**src/rtl/pport_bank.sv**
```systemverilog
module pport_bank #(
  parameter int W       = 8,
  parameter int ADDR_W  = 4,
  parameter int IRQ_BIT = 6
) (
  input  logic                 clk,
  input  logic                 rst_n,
  input  logic [ADDR_W-1:0]    addr,
  input  logic [W-1:0]         wdata,
  input  logic                 we,
  output logic [W-1:0]         rdata,
  input  logic [2:0][W-1:0]    io_in,
  input  logic [W-1:0]         in_pins,
  output logic [2:0][W-1:0]    io_out,
  output logic [2:0][W-1:0]    io_oe,
  output logic                 irq
);
  localparam logic [ADDR_W-1:0] A_INP  = ADDR_W'(3);
  localparam logic [ADDR_W-1:0] A_CTRL = ADDR_W'(7);

  logic [W-1:0] dat [3];
  logic [W-1:0] dir [3];
  logic [3:0][W-1:0] s1, s2;
  logic prev, en, pend, fall;
  logic [W-1:0] rd_port [3];

  assign fall = prev & ~s2[3][IRQ_BIT];
  assign irq  = en & pend;

  always_ff @(posedge clk or negedge rst_n)
    if (!rst_n) begin
      s1 <= '0;
      s2 <= '0;
      prev <= 1'b0;
    end else begin
      s1 <= {in_pins, io_in};
      s2 <= s1;
      prev <= s2[3][IRQ_BIT];
    end

  for (genvar k = 0; k < 3; k++) begin : g_port
    always_ff @(posedge clk or negedge rst_n)
      if (!rst_n) begin
        dat[k] <= '0;
        dir[k] <= '0;
      end else if (we) begin
        if (addr == ADDR_W'(k))     dat[k] <= wdata;
        if (addr == ADDR_W'(k + 4)) dir[k] <= wdata;
      end
    assign io_out[k]  = dat[k];
    assign io_oe[k]   = dir[k];
    assign rd_port[k] = (dat[k] & dir[k]) | (s2[k] & ~dir[k]);
  end

  always_ff @(posedge clk or negedge rst_n)
    if (!rst_n) begin
      en   <= 1'b0;
      pend <= 1'b0;
    end else begin
      if (we && addr == A_CTRL) begin
        en <= wdata[0];
        if (!wdata[1]) pend <= 1'b0;
      end
      if (fall && en) pend <= 1'b1;
    end

  always_comb begin
    rdata = '0;
    case (addr)
      ADDR_W'(0): rdata = rd_port[0];
      ADDR_W'(1): rdata = rd_port[1];
      ADDR_W'(2): rdata = rd_port[2];
      A_INP:      rdata = s2[3];
      ADDR_W'(4), ADDR_W'(5), ADDR_W'(6): rdata = '1;
      A_CTRL:     rdata = {{(W-2){1'b0}}, pend, en};
      default:    rdata = '0;
    endcase
  end
endmodule

```
**config.mk**
```make
export PLATFORM = sky130hd
export DESIGN_NAME = pport_bank
export DESIGN_NICKNAME = d
export VERILOG_FILES = /design/src/rtl/pport_bank.sv
export SDC_FILE = /design/constraint.sdc
export NUM_CORES = 1
export LEC_CHECK = 0
export ABC_AREA = 1
export BUFFER_PORTS_ARGS = -buffer_cell sky130_fd_sc_hd__buf_4
export CORE_AREA = 3 3 92 94
export DETAILED_ROUTE_END_ITERATION = 7
export DIE_AREA = 0 0 95 97
export PLACE_DENSITY_LB_ADDON = 0.2
export SETUP_SLACK_MARGIN = 0.15
export SLEW_MARGIN = 20
export SYNTH_ARGS = -nofsm -noshare
export SYNTH_HDL_FRONTEND = slang
export SYNTH_SLANG_ARGS = --single-unit
export TNS_END_PERCENT = 5
```
**constraint.sdc**
```tcl
create_clock -name clk -period 1.9 [get_ports clk]
set_clock_uncertainty 0.1 [all_clocks]
set_input_delay 0.095 -clock clk [delete_from_list [all_inputs] [get_ports clk]]
set_output_delay 0.095 -clock clk [all_outputs]
set_load 0.02 [all_outputs]
```
# --- Word level (Yosys, flattened, before mapping) ---
# Index checks and enable logic that the tools add are counted.
op_classes:
  n_lt_le_gt_ge: 0
  div: 0
  n_eq_ne: 8
  n_bitwise: 15
  add_sub_neg: 0
  n_mux: 4
  n_mul: 0
  reduce_logical: 12
  shift: 0
ops:
  columns: ["operator", "n"]
  rows:
  - ["8-bit AND", 6]
  - ["8-bit one-hot mux with 6 select lines", 1]
  - ["8-bit inverter", 3]
  - ["8-bit OR", 3]
  - ["4-bit by 3-bit equality test with 1-bit output, second input constant", 4]
  - ["2-bit AND reduction", 7]
  - ["4-bit by 2-bit equality test with 1-bit output, second input constant", 2]
  - ["4-bit by 1-bit equality test with 1-bit output, second input constant", 1]
  - ["4-bit logical NOT", 1]
  - ["1-bit two-way mux", 3]
  - ["3-bit OR reduction", 1]
  - ["1-bit AND", 2]
  - ["1-bit logical AND", 2]
  - ["2-bit by 1-bit inequality test with 1-bit output, second input constant", 1]
  - ["2-bit nonzero test", 1]
  - ["1-bit inverter", 1]
word_totals:
  mem_count: 0
  output_inout_bits: 57
  mem_bits_rw: 0
  reg_bits: 115
  rom_bits: 0
  latchBits: 0
  wordCells: 56

# --- Depth between registers and ports, before layout ---
# Gate-level depths: netlist of the first run.
logic_depth:
  word_depth: 5
  ltp_mapped: 8
  depth_no_buf: 7

# --- Least setup slack after synthesis of the first run ---
# No wires, ideal clock.
synth_path:
  path_kind: "register to output"
  start: "register dir, in the netlist io_oe[21]"
  end: "output port rdata[5]"
  arrival_time_ns: 0.968
  setup_slack_ns: 0.737
  path_stages_with_launch: 7
  n_path_buf: 0
  cell_sequence: "dfrtp_1 -> inv_1 -> nand2_1 -> nand2_1 -> and2_1 -> nor2_1 -> nand2_1"
synth_between:
  elab_chain_cells: 4
  word_cells_on_any_way: 5
synth_rtl:
  columns: ["item", "line", "text"]
  rows:
  - ["start: declaration", "22", "logic [W-1:0] dir [3];"]
  - ["start signal: indexed assignment", "48", "if (addr == ADDR_W'(k + 4)) dir[k] <= wdata;"]
  - ["8-bit inverter", "52", "assign rd_port[k] = (dat[k] & dir[k]) | (s2[k] & ~dir[k]);"]
  - ["8-bit AND", "52", null]
  - ["8-bit OR (*)", "52", null]
  - ["8-bit one-hot mux with 6 select lines (*)", "69", "case (addr)"]
  - ["end: declaration", "11", "output logic [W-1:0] rdata,"]
# Every way passes the cells marked *; elsewhere a longest branch is shown, timed or not.

# --- Worst setup path in the final report of the first run ---
layout_path:
  start: "register dat, in the netlist io_out[2]"
  end: "output port rdata[2]"
layout_between:
  elab_chain_cells: 3
layout_rtl:
  columns: ["item", "line", "text"]
  rows:
  - ["start: declaration", "21", "logic [W-1:0] dat [3];"]
  - ["start signal: indexed assignment", "47", "if (addr == ADDR_W'(k)) dat[k] <= wdata;"]
  - ["8-bit AND", "52", null]
  - ["8-bit OR", "52", null]
  - ["8-bit one-hot mux with 6 select lines", "69", null]
# Every way passes these cells.

==> results of run 1 <==
## cells in the final DEF, fill, tap and decap left out, drive strengths merged
cell         netlist  routed
nand2            147     147
dfrtp            115     115
buf                7     111
o21ai             58      58
inv               44      46
dlygate4sd3        0      44
nor2              28      28
clkbuf             0      19
nand3              8       8
a21oi              7       7
clkinvlp           0       4
bufinv             0       3
clkinv             0       3
and2               1       1
o21a               1       1
## layout make-up
cell class                 count  area share
multi-input combinational    250       0.194
timing repair buffer         155       0.208
clock buffer                  19      0.0687
inverter                      44      0.0263
tap                          102      0.0203
sequential                   115       0.458
clock inverter                12      0.0249
## stage by stage
step	setup slack (ns)	utilization	instances	total power, uW	hold slack (ns)
global placement	0.530	0.671	616	4340	0.0176
floorplan	0.737	-	416	3690	-0.301
CTS	0.110	0.804	691	7610	0.000789
finish	0.144	0.814	697	7630	0.0226
global route	0.0297	0.814	697	7950	0.0230
detailed placement	0.528	0.671	616	4390	0.0154
## registers in the layout, indices dropped and copies added (netlist names)
register / count
io_out: 24
s1: 32
en: 1
pend: 1
s2: 32
prev: 1
io_oe: 24
## final timing paths
| check | start | endpoint | slack, ns | cells past startpoint |
|---|---|---|---|---|
| worst min-delay path | addr[1] | io_oe[18]$_DFFE_PN0P_ | 0.02 | 5 |
| worst min register to register | s1[2]$_DFF_PN0_ | s2[2]$_DFF_PN0_ | 0.24 | 0 |
| min in group asynchronous | rst_n | s1[17]$_DFF_PN0_ | 0.03 | 3 |
| worst max register to register | en$_DFFE_PN0P_ | pend$_DFFE_PN0P_ | 1.01 | 4 |
| worst max-delay path | io_out[2]$_DFFE_PN0P_ | rdata[2] | 0.14 | 7 |
| max in group asynchronous | rst_n | io_oe[10]$_DFFE_PN0P_ | 1.38 | 3 |
## cell families (layout without fill, tap and decap cells)
family                 count (synthesis)  count (layout)
flip-flops                           115             115
buffers and inverters                 51             230
AND/OR/NAND/NOR                      184             184
AO/OA/AOI/OAI                         66              66
## worst register-to-register path: cells and delay by family, from the launching register on
| family | cells | cell delay (ns) |
|---|---|---|
| buffers and inverters | 1 | 0.11 |
| flip-flops | 1 | 0.41 |
| AND/OR/NAND/NOR | 3 | 0.17 |
## per-layer routing
layer	wire, um	part of all wire	track usage	vias to the layer above
met5	0	0	0	-
met4	230	0.021	0.0832	0
met3	802	0.073	0.0809	22
met2	5750	0.52	0.426	133
met1	4220	0.38	0.308	1666
li1	-	-	-	1632
## repair_timing
item                                   4_1_cts  5_1_grt
hold buffers                                44        0
gates resized for setup                      2       12
endpoints found under the hold margin      197        0
setup endpoints to repair                    5        8
setup buffers                                0        6
pin swaps                                    1        6
## power groups by stage
stage	Sequential, uW	Clock (uW)	Combinational, uW
4_1_cts	2990	3160	1460
2_1_floorplan	3240	0	444
6_report	2990	3130	1510
3_3_place_gp	3010	0	1340
5_1_grt	3030	3280	1640
3_5_place_dp	3020	0	1370
==> qor.csv, run 1 <==
metric;value;unit
end_kind;output pin;
ys_warn_count;0;
synth_top_family_by_area;simple AND/OR/NAND/NOR gates;
synthesis.area;4320;sq um
gr-total-overflow;0;
chipHeight;97;um
synth-adder-area-share;0;
yosysTopAreaCell;dfrtp_1;
grt_use_total;0.254;
drt-initial-drc-count;141;
vias;3453;
drc;0;
hpwl;7220;um
arrival;1.56;ns
synthCells;416;
placed_area;5180;sq um
ios;104;
synth_most_common_cell;nand2_1;
period_minus_slack;1.76;ns
cts_tree;done;
yosys_most_used_dff;dfrtp_1;
setup_viol;0;
status;complete, no violations;
hold_violations;0;
synthXorXnorAreaFrac;0;
die_x;95;um
async_flop_share;1.00;
critPathMaxFanout;3;
wire_per_inst;15.8;um
drv_slew;0;
fillers;467;
path_clk_slew;0.06;ns
path_common_cell;nor2_1;
fp-row-count;32;
drtAntennaViolNets;0;
clock_sinks;115;
yosysSeqAreaShare;0.667;
synth_compound_area_frac;0.0980;
synth_top_area_frac;0.667;
grt_max_degree;65;
power_frac_comb;0.198;
design_area;6290;sq um
worstMarginPinSlew;0.480;ns
h-tree-depth;4;
multi_input_area;1220;sq um
die-area;9220;sq um
synth_cell_type_count;18;
synth-seq-cells;115;
antenna_found_initial;0;
initial_core_util;0.559;
root_buffer;clkbuf_8;
switching_share;0.287;
setup_tns;0;ns
synth_simple_gate_area_frac;0.180;
grt_pass1_wl;17400;um
grt_pass1_vias;3569;
viasPerCell;4.95;
syn_nets;463;
critical_path_required;1.70;ns
syn_avg_cell_area;10.4;sq um
path_class;register to output pin;
place_congestion;0.874;
cp_slowest_cell;dfrtp_1;
finalCritPeriodShare;0.924;
min-delay-path-class;primary input to register;
io_buffers;103;
drive_gt1_frac;0.323;
diodes;0;
p_int;5440;uW
numCtsBuffers;17;
crit_buf_inv;2;
yosys-top-cells-count;nand2_1, dfrtp_1, inv_1;
coreArea;7730;sq um
critical_path.startpoint_type;register;
grt_setup_unrepaired;true;
cp_top_family;flip-flops;
synth_edf_count;0;
clock.fmax;569;MHz
synthToLayoutAreaGrowth;45.7;%
max_stage_delay;0.40;ns
drv_cap;0;
regArea;2880;sq um
power_density;1210;nW/um^2
wl;11000;um
leakagePower;0.00318;uW
synth.area.top_cells;dfrtp_1, nand2_1, o21ai_2;
clkPwrFrac;0.410;
p_switching;2190;uW
first_pass_iters;5;
peakVddDrop;0.000861;V
cts_buffer_depth;2;
path_cells;inv_1, nand2_2, o21ai_2, nor2_1, nor2_1, nand2_1, buf_6;
clk_latency;0.51;ns
synthMuxAreaShare;0;
pwr-share-seq;0.392;
maxSlewHeadroom;0.679;
final_nets;630;
No activity file was read; power rests on OpenSTA's default activity.
==> run 2: changes to the inputs <==
--- a/config.mk
+++ b/config.mk
@@ -10,6 +10,7 @@
 export CORE_AREA = 3 3 92 94
 export DETAILED_ROUTE_END_ITERATION = 7
 export DIE_AREA = 0 0 95 97
+export HOLD_SLACK_MARGIN = 0.06
 export PLACE_DENSITY_LB_ADDON = 0.2
 export SETUP_SLACK_MARGIN = 0.15
 export SLEW_MARGIN = 20
==> qor.csv, run 2 (synthesized netlist as in run 1, its figures left out) <==
metric;value;unit;change
path_class;primary input to register;;
grt_use_total;0.260;;+0.00624
drive_gt1_frac;0.313;;-0.00967
clock_sinks;115;;unchanged
coreArea;7730;sq um;unchanged
diodes;0;;unchanged
worstMarginPinSlew;0.463;ns;-0.0170 ns
min_from;addr[0];;
grt_pass1_vias;3662;;+2.6%
finalCritPeriodShare;0.931;;+0.00654
antenna_found_initial;0;;unchanged
reg2reg_from;en$_DFFE_PN0P_;;
grt_max_degree;65;;unchanged
arrival;2.10;ns;+0.54 ns
critical_path.startpoint_type;primary input;;
gr-total-overflow;0;;unchanged
ios;104;;unchanged
critPathMaxFanout;16;;+13
wl;11300;um;+2.7%
chipHeight;97;um;unchanged
viasPerCell;5.02;;+1.4%
regArea;2880;sq um;unchanged
io_buffers;103;;unchanged
cts_buffer_depth;2;;unchanged
drv_cap;0;;unchanged
fp-row-count;32;;unchanged
numCtsBuffers;17;;unchanged
clock.fmax;565;MHz;-0.70%
drt-initial-drc-count;151;;+7.1%
end_kind;register;;
min_to;io_oe[1]$_DFFE_PN0P_;;
final_common_cell;nand2_1;;
maxSlewHeadroom;0.690;;+0.0114
placed_area;5180;sq um;unchanged
design_area;6400;sq um;+1.8%
initial_core_util;0.559;;unchanged
min-delay-path-class;primary input to register;;
grt_setup_unrepaired;true;;
period_minus_slack;1.77;ns;+0.0124 ns
first_pass_iters;5;;unchanged
drtAntennaViolNets;0;;unchanged
hold_path_depth;4;;-1
root_buffer;clkbuf_8;;
drv_slew;0;;unchanged
path_common_cell;dlygate4sd3_1;;
power_density;1190;nW/um^2;-1.8%
path_clk_slew;0.06;ns;about the same
critPathLaunch;addr[0];;
multi_input_area;1210;sq um;-0.61%
fin_util;0.828;;+0.0142
die-area;9220;sq um;unchanged
synthToLayoutAreaGrowth;48.2;%;
final_nets;642;;+1.9%
clk_latency;0.51;ns;about the same
h-tree-depth;4;;unchanged
ff2ff_path_depth;4;;unchanged
place_congestion;0.874;;unchanged
final_cell_mix;nand2_1, dfrtp_1, buf_4, dlygate4sd3_1, inv_1;;
power;7630;uW;about the same
leakagePower;0.00320;uW;+0.78%
setup_tns;0;ns;unchanged
wire_per_inst;15.9;um;+1.0%
die_x;95;um;unchanged
reg_top3;s1 (32), s2 (32);;
status;complete, no violations;;
path_cells;buf_4, inv_1, nand2_2, dlygate4sd3_1, nor2_4, nand2_1, dlygate4sd3_1, o21ai_1;;
cp_slowest_cell;dlygate4sd3_1;;
hold_violations;0;;unchanged
peakVddDrop;0.000860;V;about the same
hpwl;7220;um;unchanged
cts_tree;done;;
fillers;453;;-3.0%
max_stage_delay;0.61;ns;+0.21 ns
rrSetupSlack;1.01;ns;about the same
vias;3561;;+3.1%
grt_pass1_wl;17800;um;+2.3%
rr_endpoint;pend$_DFFE_PN0P_;;
critical_path_required;2.23;ns;+0.53 ns
drc;0;;unchanged
setup_viol;0;;unchanged
==> run 2: per-stage QoR <==
| step | std cells | hold WS [ns] | setup WS, ns |
|---|---|---|---|
| after floorplan | 416 | -0.301 | 0.737 |
| after global placement | 616 | 0.0176 | 0.530 |
| after detailed placement | 616 | 0.0154 | 0.528 |
| after CTS | 702 | 0.0714 | 0.110 |
| after global routing | 709 | 0.0994 | 0.0265 |
| final | 709 | 0.0909 | 0.131 |
==> run 2: worst max-delay path, delay by kind of cell <==
| kind | cells | cell delay [ns] |
|---|---|---|
| buf+inv | 4 | 1.41 |
| compound gates | 1 | 0.08 |
| simple gates | 3 | 0.52 |
==> run 2: final cells by class <==
| type | count | share of cell area |
|---|---|---|
| multi-input combinational | 250 | 0.190 |
| tap | 102 | 0.0199 |
| clock buffer | 19 | 0.0675 |
| timing repair buffer | 167 | 0.223 |
| sequential | 115 | 0.450 |
| clock inverter | 12 | 0.0244 |
| inverter | 44 | 0.0258 |
==> run 2: power by group <==
group	total [uW]	internal [uW]	switching, uW
sequential	2990	2750	240
clock	3130	2030	1100
combinational	1510	657	850
==> run 2: worst max-delay path by stage <==
stage                                        to  slack [ns]  cells past startpoint
after floorplan                        rdata[5]        0.74                      6
after global placement                 rdata[3]        0.53                      7
after detailed placement               rdata[3]        0.53                      7
after CTS                              rdata[2]        0.11                      7
after global routing                   rdata[4]        0.03                      7
final                     io_oe[18]$_DFFE_PN0P_        0.13                      8
==> run 2: metal layers <==
layer  up-vias  share of wire  global-route usage
li1       1661              -                   -
met1      1714           0.38               0.312
met2       162           0.52               0.435
met3        24          0.071              0.0793
met4         0          0.022              0.0977
met5         -              0                   0
==> run 2: what timing repair did <==
item	4_1_cts	5_1_grt
gates resized for setup	2	9
setup endpoints to repair	5	17
pin swaps	1	6
setup buffers	0	7
cloned	0	0
hold endpoints to repair	197	0
hold buffers	55	0
==> run 3: changes to the inputs <==
--- a/config.mk
+++ b/config.mk
@@ -10,6 +10,7 @@
 export CORE_AREA = 3 3 92 94
 export DETAILED_ROUTE_END_ITERATION = 7
 export DIE_AREA = 0 0 95 97
+export GPL_TIMING_DRIVEN = 0
 export HOLD_SLACK_MARGIN = 0.06
 export PLACE_DENSITY_LB_ADDON = 0.2
 export SETUP_SLACK_MARGIN = 0.15
==> qor.csv, run 3 (synthesized netlist as in run 1, its figures left out) <==
metric;value;unit;change
synthToLayoutAreaGrowth;49.0;%;
drive_gt1_frac;0.315;;+0.00217
dp_slack;0.480;ns;-0.0478 ns
power_density;1230;nW/um^2;+3.3%
path_clk_slew;0.06;ns;about the same
critical_path.startpoint_type;register;;
p_int;5680;uW;+4.5%
end_kind;output pin;;
diodes;0;;unchanged
first_pass_iters;6;;+1
coreArea;7730;sq um;unchanged
gr-total-overflow;0;;unchanged
h-tree-depth;4;;unchanged
grt_use_total;0.263;;+0.00309
ios;104;;unchanged
wl;11300;um;-0.12%
root_buffer;clkbuf_8;;
wire_per_inst;15.9;um;about the same
peakVddDrop;0.000863;V;+0.33%
cts_buffer_depth;2;;unchanged
critPathMaxFanout;3;;-13
status;complete, no violations;;
worstMarginPinSlew;1.00;ns;+0.538 ns
power_frac_comb;0.188;;-0.010
period_minus_slack;1.77;ns;+0.000304 ns
grt_pass1_vias;3694;;+0.87%
path_class;register to output pin;;
fp-row-count;32;;unchanged
viasPerCell;5.00;;-0.45%
clock_sinks;115;;unchanged
clock.fmax;565;MHz;about the same
final_cell_mix;nand2_1, dfrtp_1, buf_4, dlygate4sd3_1, inv_1;;
drv_slew;0;;unchanged
vias;3540;;-0.59%
grt_pass1_wl;18100;um;+1.7%
min-delay-path-class;primary input to register;;
final_common_cell;nand2_1;;
setup_tns;0;ns;unchanged
setup_viol;0;;unchanged
die_x;95;um;unchanged
grt_max_degree;116;;+78%
hold_violations;0;;unchanged
drtAntennaViolNets;0;;unchanged
numCtsBuffers;17;;unchanged
clkPwrFrac;0.434;;+0.024
maxSlewHeadroom;0.332;;-0.358
drv_cap;0;;unchanged
pwr-share-seq;0.378;;-0.014
antenna_found_initial;0;;unchanged
initial_core_util;0.559;;unchanged
arrival;1.57;ns;-0.53 ns
leakagePower;0.00326;uW;+1.7%
p_switching;2250;uW;+2.4%
finalCritPeriodShare;0.931;;about the same
switching_share;0.283;;-0.00410
grt_setup_unrepaired;true;;
critical_path_required;1.70;ns;-0.53 ns
cts_tree;done;;
drt-initial-drc-count;236;;+56%
final_nets;641;;-0.16%
final-instance-count-excl-fill;708;;-0.14%
die-area;9220;sq um;unchanged
reg_top3;s1 (32), s2 (32);;
drc;0;;unchanged
setup_slack;0.131;ns;-0.000304 ns
place_congestion;0.846;;-3.2%
chipHeight;97;um;unchanged
io_buffers;103;;unchanged
clk_latency;0.52;ns;about the same
dp.cells;621;;+0.81%
hpwl;6870;um;-4.8%
==> run 3: repair_timing <==
item                       in CTS  in global routing
buffers inserted                0                  4
resized for setup               2                  7
hold endpoints to repair      197                  0
pin swaps                       0                  5
setup endpoints to repair       4                 12
hold buffers                   52                  0
==> run 3: layout make-up <==
type                    instances  area [sq um]
flip-flops and latches        115          2880
repair buffers                159          1340
fillers                       423          1300
multi-input cells             250          1210
clock buffers                  17           414
clock inverters                14           226
inverters                      44           165
well taps                     102           128
plain buffers                   7          72.6
==> run 3: worst paths after layout <==
check | slack (ns) | depth (start not counted) | from | endpoint
setup / recovery | 0.13 | 8 | io_oe[19]$_DFFE_PN0P_ | rdata[3]
hold reg to reg | 0.25 | 0 | s1[30]$_DFF_PN0_ | s2[30]$_DFF_PN0_
hold / removal | 0.08 | 6 | addr[1] | io_out[18]$_DFFE_PN0P_
max in group asynchronous | 0.84 | 2 | rst_n | io_out[15]$_DFFE_PN0P_
setup reg to reg | 0.50 | 3 | io_oe[14]$_DFFE_PN0P_ | io_oe[14]$_DFFE_PN0P_
min in group asynchronous | 0.19 | 2 | rst_n | s2[16]$_DFF_PN0_
==> run 3: per-stage QoR <==
step / cell area (sq um) / hold slack, ns / util / power (uW)
global route: 6430 / 0.0929 / 0.832 / 8250
detailed placement: 5220 / 0.105 / 0.676 / 4370
CTS: 6380 / 0.0722 / 0.826 / 7900
floorplan: 4320 / -0.301 / - / 3690
global placement: 5220 / 0.104 / 0.675 / 4330
finish: 6430 / 0.0846 / 0.832 / 7920
==> run 3: worst max-delay path, cell delays in order (launching register included) <==
cell	delay [ns]
dfrtp_1	0.41
inv_2	0.08
nand2_2	0.05
nand2_2	0.06
nand2_1	0.06
nand2_1	0.09
nor2_1	0.04
nand2_1	0.13
buf_6	0.13
==> run 3: metal layers <==
metal  part of all wire  vias up  wire, um  track usage
met5                  0        -         0            0
met4              0.024        0       276       0.0855
met3              0.075       32       843       0.0949
met2               0.51      163      5750        0.438
met1               0.39     1687      4410        0.316
li1                   -     1658         -            -
==> run 3: power groups by stage <==
stage	sequential, uW	clock [uW]	combinational, uW
floorplan	3240	0	444
global placement	3000	0	1320
detailed placement	3010	0	1350
CTS	2990	3460	1450
global route	3030	3600	1620
finish	2990	3440	1490
